==> config.mk <==
export PLATFORM = sky130hd
export DESIGN_NAME = sdiv_invar
export DESIGN_NICKNAME = d
export VERILOG_FILES = /design/src/rtl/sdiv_invar_pkg.sv /design/src/rtl/sdiv_cfg_reg.sv /design/src/rtl/sdiv_mul_stage.sv /design/src/rtl/sdiv_fix_stage.sv /design/src/rtl/sdiv_shift_stage.sv /design/src/rtl/sdiv_invar.sv
export SDC_FILE = /design/constraint.sdc
export NUM_CORES = 2
export LEC_CHECK = 0
export ABC_CLOCK_PERIOD_IN_PS = 9970
export BUFFER_PORTS_ARGS = -buffer_cell sky130_fd_sc_hd__buf_4
export CELL_PAD_IN_SITES_DETAIL_PLACEMENT = 1
export CELL_PAD_IN_SITES_GLOBAL_PLACEMENT = 1
export CORE_UTILIZATION = 53
export CTS_CLUSTER_DIAMETER = 120
export CTS_CLUSTER_SIZE = 28
export DETAILED_ROUTE_END_ITERATION = 10
export PLACE_DENSITY = 0.81
export SLEW_MARGIN = 40
export SYNTH_ARGS = -nofsm -noshare
export SYNTH_HDL_FRONTEND = slang
export SYNTH_SLANG_ARGS = --single-unit
export TNS_END_PERCENT = 10
==> constraint.sdc <==
create_clock -name clk -period 9.97 [get_ports clk]
set_input_delay 0.997 -clock clk [delete_from_list [all_inputs] [get_ports clk]]
set_output_delay 0.997 -clock clk [all_outputs]
set_load 0.05 [all_outputs]
==> src/rtl/sdiv_invar_pkg.sv <==
package sdiv_invar_pkg;

  typedef enum logic [1:0] {
    FIX_NONE = 2'd0,
    FIX_ADD  = 2'd1,
    FIX_SUB  = 2'd2
  } fix_op_e;

endpackage

==> src/rtl/sdiv_cfg_reg.sv <==
module sdiv_cfg_reg
  import sdiv_invar_pkg::*;
#(
  parameter int W  = 32,
  parameter int SW = 5
) (
  input  logic          clk,
  input  logic          rst,
  input  logic          we,
  input  logic [W-1:0]  mult_i,
  input  logic [SW-1:0] shift_i,
  input  logic          neg_i,
  input  logic          unit_i,
  output logic [W-1:0]  mult_o,
  output logic [SW-1:0] shift_o,
  output fix_op_e       fix_o,
  output logic          neg_o,
  output logic          unit_o
);

  fix_op_e fix_dec;

  // correction choice is decided once, at write time
  always_comb begin
    if (!neg_i && mult_i[W-1])
      fix_dec = FIX_ADD;
    else if (neg_i && !mult_i[W-1])
      fix_dec = FIX_SUB;
    else
      fix_dec = FIX_NONE;
  end

  always_ff @(posedge clk) begin
    if (rst) begin
      mult_o  <= '0;
      shift_o <= '0;
      fix_o   <= FIX_NONE;
      neg_o   <= 1'b0;
      unit_o  <= 1'b0;
    end else if (we) begin
      mult_o  <= mult_i;
      shift_o <= shift_i;
      fix_o   <= fix_dec;
      neg_o   <= neg_i;
      unit_o  <= unit_i;
    end
  end

endmodule

==> src/rtl/sdiv_mul_stage.sv <==
module sdiv_mul_stage
  import sdiv_invar_pkg::*;
#(
  parameter int W  = 32,
  parameter int SW = 5
) (
  input  logic          clk,
  input  logic          rst,
  input  logic          en,
  input  logic          v_i,
  input  logic [W-1:0]  n_i,
  input  logic [W-1:0]  mult_i,
  input  logic [SW-1:0] shift_i,
  input  fix_op_e       fix_i,
  input  logic          neg_i,
  input  logic          unit_i,
  output logic          v_o,
  output logic [W-1:0]  hi_o,
  output logic [W-1:0]  n_o,
  output logic [SW-1:0] shift_o,
  output fix_op_e       fix_o,
  output logic          neg_o,
  output logic          unit_o
);

  logic signed [2*W-1:0] prod;
  logic [W-1:0]          hi_c;

  assign prod = $signed(mult_i) * $signed(n_i);
  assign hi_c = W'(prod >>> W);

  always_ff @(posedge clk) begin
    if (rst)
      v_o <= 1'b0;
    else if (en)
      v_o <= v_i;
  end

  always_ff @(posedge clk) begin
    if (en) begin
      hi_o    <= hi_c;
      n_o     <= n_i;
      shift_o <= shift_i;
      fix_o   <= fix_i;
      neg_o   <= neg_i;
      unit_o  <= unit_i;
    end
  end

endmodule

==> src/rtl/sdiv_fix_stage.sv <==
module sdiv_fix_stage
  import sdiv_invar_pkg::*;
#(
  parameter int W  = 32,
  parameter int SW = 5
) (
  input  logic          clk,
  input  logic          rst,
  input  logic          en,
  input  logic          v_i,
  input  logic [W-1:0]  hi_i,
  input  logic [W-1:0]  n_i,
  input  logic [SW-1:0] shift_i,
  input  fix_op_e       fix_i,
  input  logic          neg_i,
  input  logic          unit_i,
  output logic          v_o,
  output logic [W-1:0]  part_o,
  output logic [SW-1:0] shift_o,
  output logic          unit_o,
  output logic          ovf_o
);

  localparam logic [W-1:0] MOST_NEG = {1'b1, {(W-1){1'b0}}};

  logic [W-1:0] part_c;
  logic         ovf_c;

  always_comb begin
    ovf_c = 1'b0;
    if (unit_i) begin
      part_c = neg_i ? (~n_i + 1'b1) : n_i;
      ovf_c  = neg_i && (n_i == MOST_NEG);
    end else begin
      unique case (fix_i)
        FIX_ADD: part_c = hi_i + n_i;
        FIX_SUB: part_c = hi_i - n_i;
        default: part_c = hi_i;
      endcase
    end
  end

  always_ff @(posedge clk) begin
    if (rst)
      v_o <= 1'b0;
    else if (en)
      v_o <= v_i;
  end

  always_ff @(posedge clk) begin
    if (en) begin
      part_o  <= part_c;
      shift_o <= shift_i;
      unit_o  <= unit_i;
      ovf_o   <= ovf_c;
    end
  end

endmodule

==> src/rtl/sdiv_shift_stage.sv <==
module sdiv_shift_stage #(
  parameter int W  = 32,
  parameter int SW = 5
) (
  input  logic          clk,
  input  logic          rst,
  input  logic          en,
  input  logic          v_i,
  input  logic [W-1:0]  part_i,
  input  logic [SW-1:0] shift_i,
  input  logic          unit_i,
  input  logic          ovf_i,
  output logic          v_o,
  output logic [W-1:0]  q_o,
  output logic          ovf_o
);

  logic signed [W-1:0] shifted;
  logic [W-1:0]        q_c;

  assign shifted = $signed(part_i) >>> shift_i;

  // sign bit added back makes the result round toward zero
  always_comb begin
    if (unit_i)
      q_c = part_i;
    else
      q_c = shifted + {{(W-1){1'b0}}, shifted[W-1]};
  end

  always_ff @(posedge clk) begin
    if (rst)
      v_o <= 1'b0;
    else if (en)
      v_o <= v_i;
  end

  always_ff @(posedge clk) begin
    if (en) begin
      q_o   <= q_c;
      ovf_o <= ovf_i;
    end
  end

endmodule

==> src/rtl/sdiv_invar.sv <==
module sdiv_invar
  import sdiv_invar_pkg::*;
#(
  parameter int W = 32
) (
  input  logic                 clk,
  input  logic                 rst,
  input  logic                 cfg_we,
  input  logic [W-1:0]         cfg_mult,
  input  logic [$clog2(W)-1:0] cfg_shift,
  input  logic                 cfg_neg,
  input  logic                 cfg_unit,
  input  logic                 in_valid,
  output logic                 in_ready,
  input  logic [W-1:0]         in_data,
  output logic                 out_valid,
  input  logic                 out_ready,
  output logic [W-1:0]         out_q,
  output logic                 out_ovf
);

  localparam int SW = $clog2(W);

  logic          adv;

  logic [W-1:0]  c_mult;
  logic [SW-1:0] c_shift;
  fix_op_e       c_fix;
  logic          c_neg;
  logic          c_unit;

  logic          s1_v;
  logic [W-1:0]  s1_hi;
  logic [W-1:0]  s1_n;
  logic [SW-1:0] s1_shift;
  fix_op_e       s1_fix;
  logic          s1_neg;
  logic          s1_unit;

  logic          s2_v;
  logic [W-1:0]  s2_part;
  logic [SW-1:0] s2_shift;
  logic          s2_unit;
  logic          s2_ovf;

  // whole pipe moves together unless the output slot is held
  assign adv      = !out_valid || out_ready;
  assign in_ready = adv;

  sdiv_cfg_reg #(.W(W), .SW(SW)) u_cfg (
    .clk     (clk),
    .rst     (rst),
    .we      (cfg_we),
    .mult_i  (cfg_mult),
    .shift_i (cfg_shift),
    .neg_i   (cfg_neg),
    .unit_i  (cfg_unit),
    .mult_o  (c_mult),
    .shift_o (c_shift),
    .fix_o   (c_fix),
    .neg_o   (c_neg),
    .unit_o  (c_unit)
  );

  sdiv_mul_stage #(.W(W), .SW(SW)) u_mul (
    .clk     (clk),
    .rst     (rst),
    .en      (adv),
    .v_i     (in_valid),
    .n_i     (in_data),
    .mult_i  (c_mult),
    .shift_i (c_shift),
    .fix_i   (c_fix),
    .neg_i   (c_neg),
    .unit_i  (c_unit),
    .v_o     (s1_v),
    .hi_o    (s1_hi),
    .n_o     (s1_n),
    .shift_o (s1_shift),
    .fix_o   (s1_fix),
    .neg_o   (s1_neg),
    .unit_o  (s1_unit)
  );

  sdiv_fix_stage #(.W(W), .SW(SW)) u_fix (
    .clk     (clk),
    .rst     (rst),
    .en      (adv),
    .v_i     (s1_v),
    .hi_i    (s1_hi),
    .n_i     (s1_n),
    .shift_i (s1_shift),
    .fix_i   (s1_fix),
    .neg_i   (s1_neg),
    .unit_i  (s1_unit),
    .v_o     (s2_v),
    .part_o  (s2_part),
    .shift_o (s2_shift),
    .unit_o  (s2_unit),
    .ovf_o   (s2_ovf)
  );

  sdiv_shift_stage #(.W(W), .SW(SW)) u_shift (
    .clk     (clk),
    .rst     (rst),
    .en      (adv),
    .v_i     (s2_v),
    .part_i  (s2_part),
    .shift_i (s2_shift),
    .unit_i  (s2_unit),
    .ovf_i   (s2_ovf),
    .v_o     (out_valid),
    .q_o     (out_q),
    .ovf_o   (out_ovf)
  );

endmodule

==> reports/results.tsv <==
metric	value	unit
status	finished, violations left	
failing checks	DRC	
Max FO, Critical Path	17	
vias in the first global route	41100	
Site Rows	109	
initial antenna violation count	4	
crit-path max cell delay	870	ps
Worst Tran Pin Value	886	ps
clk_lat worst skew	520	ps
largest area contributor in the netlist	fa_1	
TritonRoute pass-1 iters	8	
CTS Buf Count	17	
Synth Warn #	0	
synth unique cells	85	
Max Cap Viol	0	
r2r worst-path depth	23	
antenna viol nets, final	0	
post-synthesis cell count	4916	
Final period util	94.4	%
FFs w/ async S/R, synth	0	%
Worst Hold Class	flop to flop	
final hold viol count	0	
WHS Endpoint	u_fix.shift_o[0]$_DFFE_PP_	
CP startpoint kind	flop	
total negative slack	0	ps
layout cells sized above 1	6.19	%
Initial Util	53.7	%
Most used DFF post-synth	edfxtp_1	
height of the die	302	um
RR Startpoint	u_cfg.mult_o[14]$_SDFFE_PP0P_	
share of the synthesized area in the top cell type	45.4	%
Worst path slowest cell	dfxtp_1	
Via density	5.82	
post-CTS setup buffer count	0	
GPL Wtd Cong	0.927	
CP required	10250	ps
Critical Path End Type	flop	
dpl hpwl	118000	um
global-route wire length before repair	232000	um
global-route usage over all layers	33.9	%
hold buffer count at CTS	0	
Seq/Total Area, Yosys	11.0	%
I/O Buffers	110	
area post-placement	0.0494	mm2
Worst Min Path Start	u_mul.shift_o[0]$_DFFE_PP_	
Synth Cell Area	0.0477	mm2
hold path cells	0	
routed wire length per instance	24.5	um
total number of H-tree levels	4	
syn_nets	6289	
via count	35100	
DRC	7	
number of synthesized register bits	189	
die width	302	um
Floorplan Core Area	0.0888	mm2
max frequency	0.106	GHz
most used cell, CP	fa_1	
largest cells by area after synthesis	fa_1 (45%), edfxtp_1 (9.1%), inv_1 (7.9%)	
CTS sink cnt	189	
post-layout min period	9410	ps
flop-to-flop setup slack	560	ps
critical path, cell by cell	buf_4, and2_1, fa_1, fa_1, inv_1, fa_1, fa_1, inv_1, fa_1, fa_1, fa_1, fa_1, ha_1, nand3_1, nor3_1, o2111a_1, a221oi_1, a211oi_1, a21oi_1, o21ai_0, a21oi_1, o21ai_0, xnor2_1	
Setup CP Type	flop to flop	
CTS root buf	clkbuf_16	
reg2reg end	u_mul.hi_o[30]$_DFFE_PP_	
Longest Clk Path Bufs	2	
total grt overflow	0	
clk_skew	26.0	ps
DR iter-0 viols	2044	
Area growth, synth to finish	4.73	%
Setup WS pre-CTS	358	ps
post-CTS resize count	0	
largest net degree at the start of global routing	78	
Final Setup Violations	0	
RSZ-0062 raised after global routing	false	
total wire length	148000	um
syn_area_per_cell	9.71	um2
I/O pin cnt	111	
final non-filler cell area	0.0500	mm2
Die ar.	0.0912	mm2
Final Max Slew Viols	0	
final setup margin	556	ps
Rel. slew slack	41.0	%
Post-synth EDFFs	145	
WP data arrival	9690	ps
final net count	6225	
Clock transition at path regs	90	ps
CTS tree	built	
-- cell type report --
type                    count  area (um2)
flip-flops and latches    189        5250
diodes                      1        2.50
repair buffers            181        1370
multi-input cells        3461       37600
well taps                1165        1460
fillers                  9949       38800
inverters                1002        3760
clock buffers              17         425
clock inverters            15         160
-- worst max-delay path, delay by kind of cell (launching register included) --
kind                     cells  cell delay [ps]
buffers and inverters        3              570
AND/OR/NAND/NOR              3              570
adder cells (fa/ha/maj)      9             4470
flip-flops                   1              870
AO/OA/AOI/OAI                7             2510
XOR/XNOR                     1              150
-- cells by family (layout without fill, tap and decap cells) --
group / Yosys count / count (layout) / synth area share, %
other cells: 0 / 1 / 0
fa+ha+maj: 1297 / 1297 / 51.0
compound gates: 380 / 380 / 5.11
buf+inv: 1266 / 1215 / 10.3
mux: 139 / 139 / 4.49
flops: 189 / 189 / 11.0
simple gates: 1491 / 1491 / 15.2
xor+xnor: 154 / 154 / 2.83
-- sequential cells by signal (all words and copies together) (netlist names) --
name / flops
u_fix.shift_o: 5
u_fix.ovf_o: 1
u_cfg.shift_o: 5
u_mul.hi_o: 32
u_fix.unit_o: 1
u_mul.unit_o: 1
u_shift.ovf_o: 1
u_mul.shift_o: 5
u_cfg.mult_o: 32
u_cfg.neg_o: 1
u_shift.v_o: 1
u_cfg.unit_o: 1
u_cfg.fix_o: 2
u_mul.n_o: 32
u_mul.neg_o: 1
u_shift.q_o: 32
u_mul.fix_o: 2
u_fix.v_o: 1
u_fix.part_o: 32
u_mul.v_o: 1
-- cell usage after synthesis, drive strengths merged (4+ instances only) --
library cell,n
nor2b,19
o21ai,89
nor3,36
xnor2,96
o21bai,11
a31o,4
mux2i,67
nand2b,25
o21a,12
nor2,186
nor3b,4
nand3,22
a22oi,7
edfxtp,145
and2,498
a211oi,27
a221oi,4
clkbuf,226
and3,10
inv,1002
a21o,47
dfxtp,44
a21oi,110
o41ai,5
a31oi,12
fa,1082
o211ai,9
nand2,641
nor4,8
mux4,51
xor2,58
or2,8
nand4,15
ha,215
mux2,21
or3,9
buf,35
o31ai,10
-- cells in the final DEF (no fill, tap or decap), types with 96 or more instances in the layout --
| master | Yosys | layout |
|---|---|---|
| nor2_1 | 184 | 184 |
| xnor2_1 | 96 | 96 |
| inv_1 | 1000 | 1000 |
| and2_1 | 498 | 498 |
| ha_1 | 215 | 215 |
| a21oi_1 | 109 | 109 |
| fa_1 | 1082 | 1082 |
| edfxtp_1 | 145 | 145 |
| nand2_1 | 640 | 640 |
| buf_4 | 7 | 179 |
-- metrics by stage --
step	util [%]	std cells	hold WS [ps]
floorplan	-	4916	400
global placement	55.6	5998	403
global route	56.3	6031	420
CTS	56.3	6030	419
detailed placement	55.6	5998	407
finish	56.3	6031	418
-- per-layer routing --
metal / wire, um / up-vias / GRT usage, %
met1: 54800 / 18500 / 40.4
met4: 7930 / 2 / 17.2
met2: 75500 / 1412 / 59.3
li1: - / 14700 / -
met3: 9820 / 481 / 5.54
met5: 11 / - / 0
-- worst max-delay path by stage --
stage / startpoint / to / slack [ps] / depth (start not counted)
finish: u_cfg.mult_o[14]$_SDFFE_PP0P_ / u_mul.hi_o[30]$_DFFE_PP_ / 560 / 23
global route: u_cfg.mult_o[14]$_SDFFE_PP0P_ / u_mul.hi_o[30]$_DFFE_PP_ / 250 / 23
CTS: u_cfg.mult_o[14]$_SDFFE_PP0P_ / u_mul.hi_o[30]$_DFFE_PP_ / 630 / 23
detailed placement: in_data[5] / u_mul.hi_o[30]$_DFFE_PP_ / 360 / 25
global placement: in_data[5] / u_mul.hi_o[30]$_DFFE_PP_ / 580 / 25
floorplan: in_data[2] / u_mul.hi_o[30]$_DFFE_PP_ / 1440 / 25
Power is left out: the tool's default activity adds up to more than one toggle a clock period on the data nets, which glitch-free logic cannot reach.
